### config.mk
export PLATFORM = sky130hd
export DESIGN_NAME = exc_frame_push
export DESIGN_NICKNAME = d
export VERILOG_FILES = /design/src/rtl/exc_frame_push.sv
export SDC_FILE = /design/constraint.sdc
export NUM_CORES = 1
export LEC_CHECK = 0
export ABC_AREA = 1
export BUFFER_PORTS_ARGS = -buffer_cell sky130_fd_sc_hd__buf_2
export CAP_MARGIN = 20
export CORE_ASPECT_RATIO = 1.1
export CORE_UTILIZATION = 35
export CTS_BUF_LIST = sky130_fd_sc_hd__clkbuf_8
export CTS_CLUSTER_DIAMETER = 150
export DETAILED_ROUTE_END_ITERATION = 8
export PLACE_DENSITY_LB_ADDON = 0.12
export SKIP_LAST_GASP = 1
export SLEW_MARGIN = 20
export SYNTH_ARGS = -nofsm -noshare
export SYNTH_HDL_FRONTEND = slang
export SYNTH_SLANG_ARGS = --single-unit
### constraint.sdc
create_clock -name clk -period 4.3 [get_ports clk]
set_clock_uncertainty 0.1 [all_clocks]
set_input_delay 0.86 -clock clk [delete_from_list [all_inputs] [get_ports clk]]
set_output_delay 0.86 -clock clk [all_outputs]
set_load 0.01 [all_outputs]
### src/rtl/exc_frame_push.sv
module exc_frame_push #(
  parameter int AW = 32
) (
  input  logic          clk,
  input  logic          rst_n,
  input  logic          start_i,
  input  logic [AW-1:0] ssp_i,
  input  logic [15:0]   sr_i,
  input  logic [31:0]   pc_fault_i,
  input  logic [31:0]   pc_next_i,
  input  logic          pc_sel_next_i,
  input  logic [7:0]    vec_i,
  input  logic [3:0]    fs_i,
  input  logic [AW-1:0] vbase_i,
  output logic          wr_valid_o,
  input  logic          wr_ready_i,
  output logic [AW-1:0] wr_addr_o,
  output logic [31:0]   wr_data_o,
  output logic          done_o,
  output logic [AW-1:0] new_ssp_o,
  output logic [AW-1:0] vec_addr_o,
  output logic          irq_inhibit_o,
  input  logic          retire_i
);
  localparam logic [AW-1:0] FRAME_BYTES = AW'(8);
  localparam logic [AW-1:0] WORD_BYTES  = AW'(4);

  typedef enum logic [1:0] {S_IDLE, S_PC, S_FV} st_t;
  st_t st;

  logic [AW-1:0] frm_sp, tbl_addr;
  logic [31:0]   pc_q, fvsr_q;

  wire last = (st == S_FV) && wr_ready_i;
  wire [AW-1:0] sp_al = {ssp_i[AW-1:2], 2'b00} - FRAME_BYTES;
  wire [3:0] fmt = 4'd4 + {2'b00, ssp_i[1:0]};

  always_ff @(posedge clk or negedge rst_n) begin
    if (!rst_n) begin
      st            <= S_IDLE;
      frm_sp        <= '0;
      tbl_addr      <= '0;
      pc_q          <= '0;
      fvsr_q        <= '0;
      done_o        <= 1'b0;
      new_ssp_o     <= '0;
      vec_addr_o    <= '0;
      irq_inhibit_o <= 1'b0;
    end else begin
      done_o <= last;
      unique case (st)
        S_IDLE: if (start_i) begin
          frm_sp   <= sp_al;
          tbl_addr <= vbase_i + {{(AW-10){1'b0}}, vec_i, 2'b00};
          pc_q     <= pc_sel_next_i ? pc_next_i : pc_fault_i;
          fvsr_q   <= {fmt, fs_i[3:2], vec_i, fs_i[1:0], sr_i};
          st       <= S_PC;
        end
        S_PC:   if (wr_ready_i) st <= S_FV;
        S_FV:   if (wr_ready_i) st <= S_IDLE;
        default: st <= S_IDLE;
      endcase
      if (last) begin
        new_ssp_o  <= frm_sp;
        vec_addr_o <= tbl_addr;
      end
      if (last)
        irq_inhibit_o <= 1'b1;
      else if (retire_i)
        irq_inhibit_o <= 1'b0;
    end
  end

  assign wr_valid_o = (st != S_IDLE);
  assign wr_addr_o  = (st == S_PC) ? frm_sp + WORD_BYTES : frm_sp;
  assign wr_data_o  = (st == S_PC) ? pc_q : fvsr_q;


  stall_hold_chk: assert property (@(posedge clk) disable iff (!rst_n)
    wr_valid_o && !wr_ready_i |=> wr_valid_o && $stable(wr_addr_o) && $stable(wr_data_o));


  done_pulse_chk: assert property (@(posedge clk) disable iff (!rst_n)
    done_o |=> !done_o);


  done_after_write_chk: assert property (@(posedge clk) disable iff (!rst_n)
    $rose(done_o) |-> $past(wr_valid_o && wr_ready_i));


  inhibit_with_done_chk: assert property (@(posedge clk) disable iff (!rst_n)
    done_o |-> irq_inhibit_o);


  inhibit_release_chk: assert property (@(posedge clk) disable iff (!rst_n)
    irq_inhibit_o && retire_i && !last |=> !irq_inhibit_o);


  ssp_aligned_chk: assert property (@(posedge clk) disable iff (!rst_n)
    done_o |-> new_ssp_o[1:0] == 2'b00);


  ssp_hold_chk: assert property (@(posedge clk) disable iff (!rst_n)
    !done_o |=> $stable(new_ssp_o) && $stable(vec_addr_o) || done_o);
endmodule

* Word-level counts from Yosys, hierarchy flattened *
Index checks and enable logic that the tools add are counted.
Widths: inputs -> output; s select.

storage, ports and cells
  register bits after elaboration = 196
  input port bits = 162
  output and inout bits = 131
  logic and storage cells = 33

operators by class
  add/subtract/negate cells = 4
  equal/unequal tests = 5
  multiplexer cells = 9
  reduce and logical (&&, ||, !) cells = 6

operator list
  operator               number
  $mux 32                3
  $add 32x10->32         1
  $add 32x3->32 const B  1
  $sub 32x4->32 const B  1
  $mux 2                 3
  $ne 2x2->1 const B     3
  $pmux 2 s3             1
  $add 3x2->4 const A    1
  $reduce_bool 2->1      2
  $reduce_and 3->1       1
  $eq 2x1->1 const B     1
  $eq 2x2->1 const B     1
  $logic_not 2->1        1
  $mux 1                 2
  $reduce_and 2->1       1
  $logic_and 1x1->1      1

* Logic depth before layout (Yosys ltp) *
Gate-level depths: netlist of run 1.

  depth after elaboration = 3
  depth in mapped cells = 13
  mapped depth without buffers = 13

* Worst setup path after synthesis of run 1 *
Ideal clock, no wire load.

  path kind = register to output
  start point = reg frm_sp[3]
  end point = out wr_addr_o[22]
  data arrival time = 1.492 ns
  data required time = 3.340 ns
  setup slack = 1.848 ns
  stages on the path, launching flop included = 10
  path buffers = 0
  cells stage by stage = dfrtp_1 -> ha_1 -> nand3_1 -> nor2_2 -> nand2_2 -> nor2_4 -> nand2_2 -> nor2_2 -> nand2_1 -> xor2_1

on the way
  longest elaborated chain between the ends = 2

RTL lines
  what                      line  text
  start: declaration        31    logic [AW-1:0] frm_sp, tbl_addr;
  start signal: assignment  53    frm_sp <= sp_al;
  $add 32x3->32             75    assign wr_addr_o = (st == S_PC) ? frm_sp + WORD_BYTES : frm_sp;
  $mux 32                   75
  end: declaration          17    output logic [AW-1:0] wr_addr_o,

Every way passes these cells.

* Worst setup path after layout of run 1 *
  start point = reg frm_sp[3]
  end point = out wr_addr_o[24]

The elaborated chain is that of the path after synthesis.

==> metrics.cfg, run 1 <==
[setup_path]
critical_path.startpoint_type = register
arrival_ns = 2.27
r2r-start = st[0]$_DFFE_PN0P_
crit_start = frm_sp[3]$_DFFE_PN0P_
crit_fanout = 5
worst_ep_required_time_ns = 3.34
critPathCaptureType = output pin
crit_type = reg -> out

[routing]
top_layer = met4
antenna_left = 0
firstDrtPassIters = 5
routed_via_density = 4.637
vias = 9793
drtIter0Drc = 581
drt_drc_violations_left = 0
met1_length_um = 14390
wl_met2_um = 14250
met3_length_um = 2177
totalWireLength_um = 31460
wl_per_cell_um = 14.89

[cts]
cts-root-buf = clkbuf_8
cts_resized = 0
cts_setup_buffers = 0
cts_buffers = 17
clkSinkCount = 191
cts_max_path_buffers = 2
holdBufCountCts = 0
clkLatencyLatePin_ns = 0.48
cts_tree = done
h-tree-depth = 4
clk_pin_slew_ns = 0.11

[sta]
hold_viol = 0
fin_tns_setup_ns = 0
max_slew.worst_pin.slew_ns = 1.048
setup_viol = 0
fmax_mhz = 309.4
rsz0062_at_grt = false
finalCritPeriodShare = 0.7516
relSlewSlack = 0.3014
slew_violations = 0
final.min_clock_period_ns = 3.232

[yosys]
synthCells = 1466
synth-seq-cells = 191
synth.avg_cell_area_um2 = 7.174
seq_area_frac_synth = 0.4544
synth_area_um2 = 10520
yosys_warnings = 0
netlist-cell-type-count = 32

[min_path]
hold_path_class = in -> async

[grt]
gr-total-overflow = 0
grt_pass1_vias = 9440
antenna_found_initial = 2
track_usage = 0.2106
grt_max_degree = 83
grt_pass1_wl_um = 50330

[finish]
multi_input_area_um2 = 4792
drive_above_1_share = 0.2033
layout_commonest_cell = nand2_1
regArea_um2 = 4780
syn2layout_area_growth_pct = 20.71
final_cell_mix = nand2_1 (548), buf_2 (287), dfrtp_1 (191), inv_1 (185), o21ai_0 (100)
num-fill-cells = 3152
final_area_um2 = 12700
final_cell_count_no_fill = 2112
fin_nets = 1896

[floorplanning]
ios = 293
die_h_um = 183.8
die-width_um = 167.3
core_um2 = 29560
die_area_um2 = 30750
start_util = 0.3558
row_count = 66

[job]
cap_violations = 0

[place]
post-dp-hpwl_um = 23750
port_buffers = 288
gp_congestion = 0.9156
dp.cells = 2078
dpl_cell_area_um2 = 12300

[power_and_ir_drop]
ir_drop_uv = 237.4
power.density_nw_per_um2 = 604.1
p_leak_uw = 0.006832

[outcome]
outcome = completed

layer usage:
layer	vias to the layer above	GRT usage
met2	290	0.3383
li1	5089	-
met3	30	0.05296
met5	-	0
met4	0	0.06642
met1	4384	0.2777
flip-flops by register name (all words and copies together) (netlist names):
| name | cells |
|---|---|
| done_o | 1 |
| frm_sp | 30 |
| fvsr_q | 31 |
| irq_inhibit_o | 1 |
| new_ssp_o | 30 |
| pc_q | 32 |
| st | 2 |
| tbl_addr | 32 |
| vec_addr_o | 32 |
report_power, final:
group          switching (µW)  total, µW  internal, µW
registers                 515       3140          2630
logic                    2110       3300          1190
clock network             729       1230           496
total                    3350       7670          4320
worst max-delay path: stages, from the launching register on:
cell and delay [ns]:
dfrtp_1 0.43, ha_1 0.20, nand3_1 0.14, nor2_2 0.16, nand2_2 0.11, nor3_2 0.31, nand3_1 0.14, xor2_1 0.16
buf_2 0.14
final timing paths:
check,to,slack (ns),cells past startpoint
hold reg to reg,vec_addr_o[25]$_DFFE_PN0P_,0.37,2
max in group asynchronous,tbl_addr[9]$_DFFE_PN0P_,2.90,2
setup reg to reg,pc_q[1]$_DFFE_PN0P_,1.62,6
min in group clk,vec_addr_o[25]$_DFFE_PN0P_,0.37,2
setup / recovery,wr_addr_o[24],1.07,8
hold / removal,new_ssp_o[7]$_DFFE_PN0P_,0.28,1
synthesized netlist by cell type, drive strengths merged:
cell type | instances | share of area
nand2 | 553 | 0.20
dfrtp | 191 | 0.45
xnor2 | 9 | 0.0075
xor2 | 36 | 0.030
nor2 | 107 | 0.042
buf | 19 | 0.0099
nor3 | 17 | 0.0095
o21ai | 155 | 0.074
nand4 | 10 | 0.0059
o21bai | 2 | 0.0014
nor3b | 1 | 0.00071
or2 | 4 | 0.0024
clkbuf | 41 | 0.015
a31oi | 2 | 0.0012
nand3 | 74 | 0.035
nand3b | 7 | 0.0062
o22ai | 4 | 0.0024
inv | 190 | 0.068
fa | 1 | 0.0019
conb | 1 | 0.00036
ha | 10 | 0.012
o211ai | 32 | 0.023
metrics by stage:
stage          worst slack, ns  total power (µW)  hold WS (ns)    util
2_1_floorplan            1.848              5118        0.3400       -
3_3_place_gp             1.377              6495        0.3518  0.4159
3_5_place_dp             1.344              6535        0.3557  0.4159
4_1_cts                 0.9931              7793        0.2969  0.4293
5_1_grt                 0.8766              8376        0.3013  0.4293
6_report                 1.068              7669        0.2826  0.4294
area by class of cell:
| cell class | count | area share |
|---|---|---|
| well taps | 374 | 0.03686 |
| repair buffers | 295 | 0.1213 |
| clock inverters | 14 | 0.01153 |
| diodes | 2 | 0.0003942 |
| multi-input cells | 1028 | 0.3775 |
| inverters | 190 | 0.05647 |
| clock buffers | 18 | 0.01951 |
| flip-flops and latches | 191 | 0.3765 |
logic make-up (layout without fill, tap and decap cells):
logic type               after synthesis  in the layout  synth area share
AND/OR/NAND/NOR                      773            773            0.3000
buffers and inverters                250            517           0.09231
AO/OA/AOI/OAI                        195            195            0.1016
flip-flops                           191            191            0.4544
XOR/XNOR                              45             45           0.03747
adder cells (fa/ha/maj)               11             11           0.01380
other                                  1              6         0.0003565
No activity file was read; power rests on OpenSTA's default activity.
==> run 2: changes to the inputs <==
==> constraint.sdc (replaced) <==
create_clock -name clk -period 3.15 [get_ports clk]
set_clock_uncertainty 0.1 [all_clocks]
set_input_delay 0.63 -clock clk [delete_from_list [all_inputs] [get_ports clk]]
set_output_delay 0.63 -clock clk [all_outputs]
set_load 0.01 [all_outputs]
==> metrics.cfg, run 2 (synthesis results as in run 1) <==
[sta]
setup_viol = 0
relSlewSlack = 0.6024
max_slew.worst_pin.slew_ns = 0.5964
fin_ws_ns = 0.1698
rsz0062_at_grt = false
fmax_mhz = 335.6
fin_tns_setup_ns = 0
hold_viol = 0
slew_violations = 0
final.min_clock_period_ns = 2.980
finalCritPeriodShare = 0.9461

[finish]
regArea_um2 = 4781
drive_above_1_share = 0.2070
syn2layout_area_growth_pct = 22.14
final_cell_mix = nand2_1 (548), buf_2 (287), dfrtp_1 (190), inv_1 (185), o21ai_0 (100)
multi_input_area_um2 = 4798
num-fill-cells = 3185
reg.largest.list = pc_q (32), tbl_addr (32), vec_addr_o (32)
layout_commonest_cell = nand2_1
fin_nets = 1904

[cts]
cts_max_path_buffers = 2
cts_tree = done
clk_pin_slew_ns = 0.11
cts-root-buf = clkbuf_8
h-tree-depth = 4
clkLatencyLatePin_ns = 0.49
cts_setup_buffers = 0
clkSinkCount = 191
cts_buffers = 17

[routing]
drtIter0Drc = 638
routed_via_density = 4.650
vias = 9857
firstDrtPassIters = 7
wl_per_cell_um = 14.94
totalWireLength_um = 31680
antenna_left = 0
drt_drc_violations_left = 0

[setup_path]
arrival_ns = 2.25
crit_fanout = 5
critical_path.startpoint_type = register
r2r_setup_slack_ns = 1.15
worst_ep_required_time_ns = 2.42
crit_type = reg -> out
critPathCaptureType = output pin

[power_and_ir_drop]
p_leak_uw = 0.006916
ir_drop_uv = 336.2
power.density_nw_per_um2 = 839.6
power.total_uw = 10790

[floorplanning]
die_h_um = 183.8
row_count = 66
start_util = 0.3558
die-width_um = 167.3
core_um2 = 29560
ios = 293
die_area_um2 = 30750

[grt]
track_usage = 0.2112
grt_pass1_wl_um = 50340
antenna_found_initial = 2
grt_pass1_vias = 9494
gr-total-overflow = 0
grt_max_degree = 77

[min_path]
hold_path_class = in -> reg

[place]
gp_congestion = 0.9150
port_buffers = 288
place_ws_ns = 0.5656
post-dp-hpwl_um = 24290

[job]
cap_violations = 0

[outcome]
outcome = completed

## run 2: cell types whose count changed in the layout (fill, tap and decap cells not counted), sizes merged
cell and change:
inv -2, dlygate4sd3 +1, clkbuf +1, bufinv +3
clkinv -2, buf +7
## run 2: path summary, 6_finish.rpt
path / from / to / cells after the start
hold reg to reg: vec_addr_o[28]$_DFFE_PN0P_ / vec_addr_o[28]$_DFFE_PN0P_ / 2
min in group asynchronous: rst_n / new_ssp_o[7]$_DFFE_PN0P_ / 2
setup / recovery: st[1]$_DFFE_PN0P_ / wr_addr_o[29] / 10
setup reg to reg: st[0]$_DFFE_PN0P_ / tbl_addr[29]$_DFFE_PN0P_ / 6
hold / removal: retire_i / irq_inhibit_o$_DFFE_PN0P_ / 2
max in group asynchronous: rst_n / tbl_addr[24]$_DFFE_PN0P_ / 3
## run 2: power breakdown
part / switching (µW) / leakage (µW) / internal (µW)
Clock: 988 / 0.000234 / 931
Sequential: 701 / 0.00236 / 3590
Combinational: 2910 / 0.00432 / 1660
Total: 4600 / 0.00692 / 6180
## run 2: through the flow
stage          utilization  cell area (µm²)  cells  hold slack [ns]
2_1_floorplan            -            10530   1469           0.2344
3_3_place_gp        0.4181            12360   2085           0.3515
3_5_place_dp        0.4181            12360   2085           0.3534
4_1_cts             0.4341            12830   2118           0.1831
5_1_grt             0.4344            12840   2118           0.2001
6_report            0.4345            12850   2120           0.2280
## run 2: cell type report
class,instances,share of cell area
Tap cell,374,0.03643
Inverter,190,0.05581
Clock buffer,19,0.02036
Clock inverter,13,0.01558
Multi-Input combinational cell,1028,0.3735
Sequential cell,191,0.3722
Timing Repair Buffer,303,0.1257
Antenna cell,2,0.0003896
## run 2: critical path, cell delays in order, from the launching register on
cell and delay (ns):
dfrtp_1 0.40, inv_2 0.10, nand2_2 0.10, nor2_2 0.19, nand2_2 0.10, nor2_4 0.18
nand4_1 0.25, nor2_1 0.17, nand2_1 0.06, nand2_1 0.08, buf_2 0.13
## run 2: timing repair
item	4_1_cts	5_1_grt
hold buffers	1	0
setup endpoints to repair	0	2
hold endpoints to repair	18	0
gates resized for setup	0	2
## run 2: layer usage
layer,wire [µm],vias up,GRT usage
met4,786,0,0.07670
met5,0,-,0
met2,14200,286,0.3327
met1,14760,4445,0.2817
met3,1932,37,0.05081
li1,-,5089,-
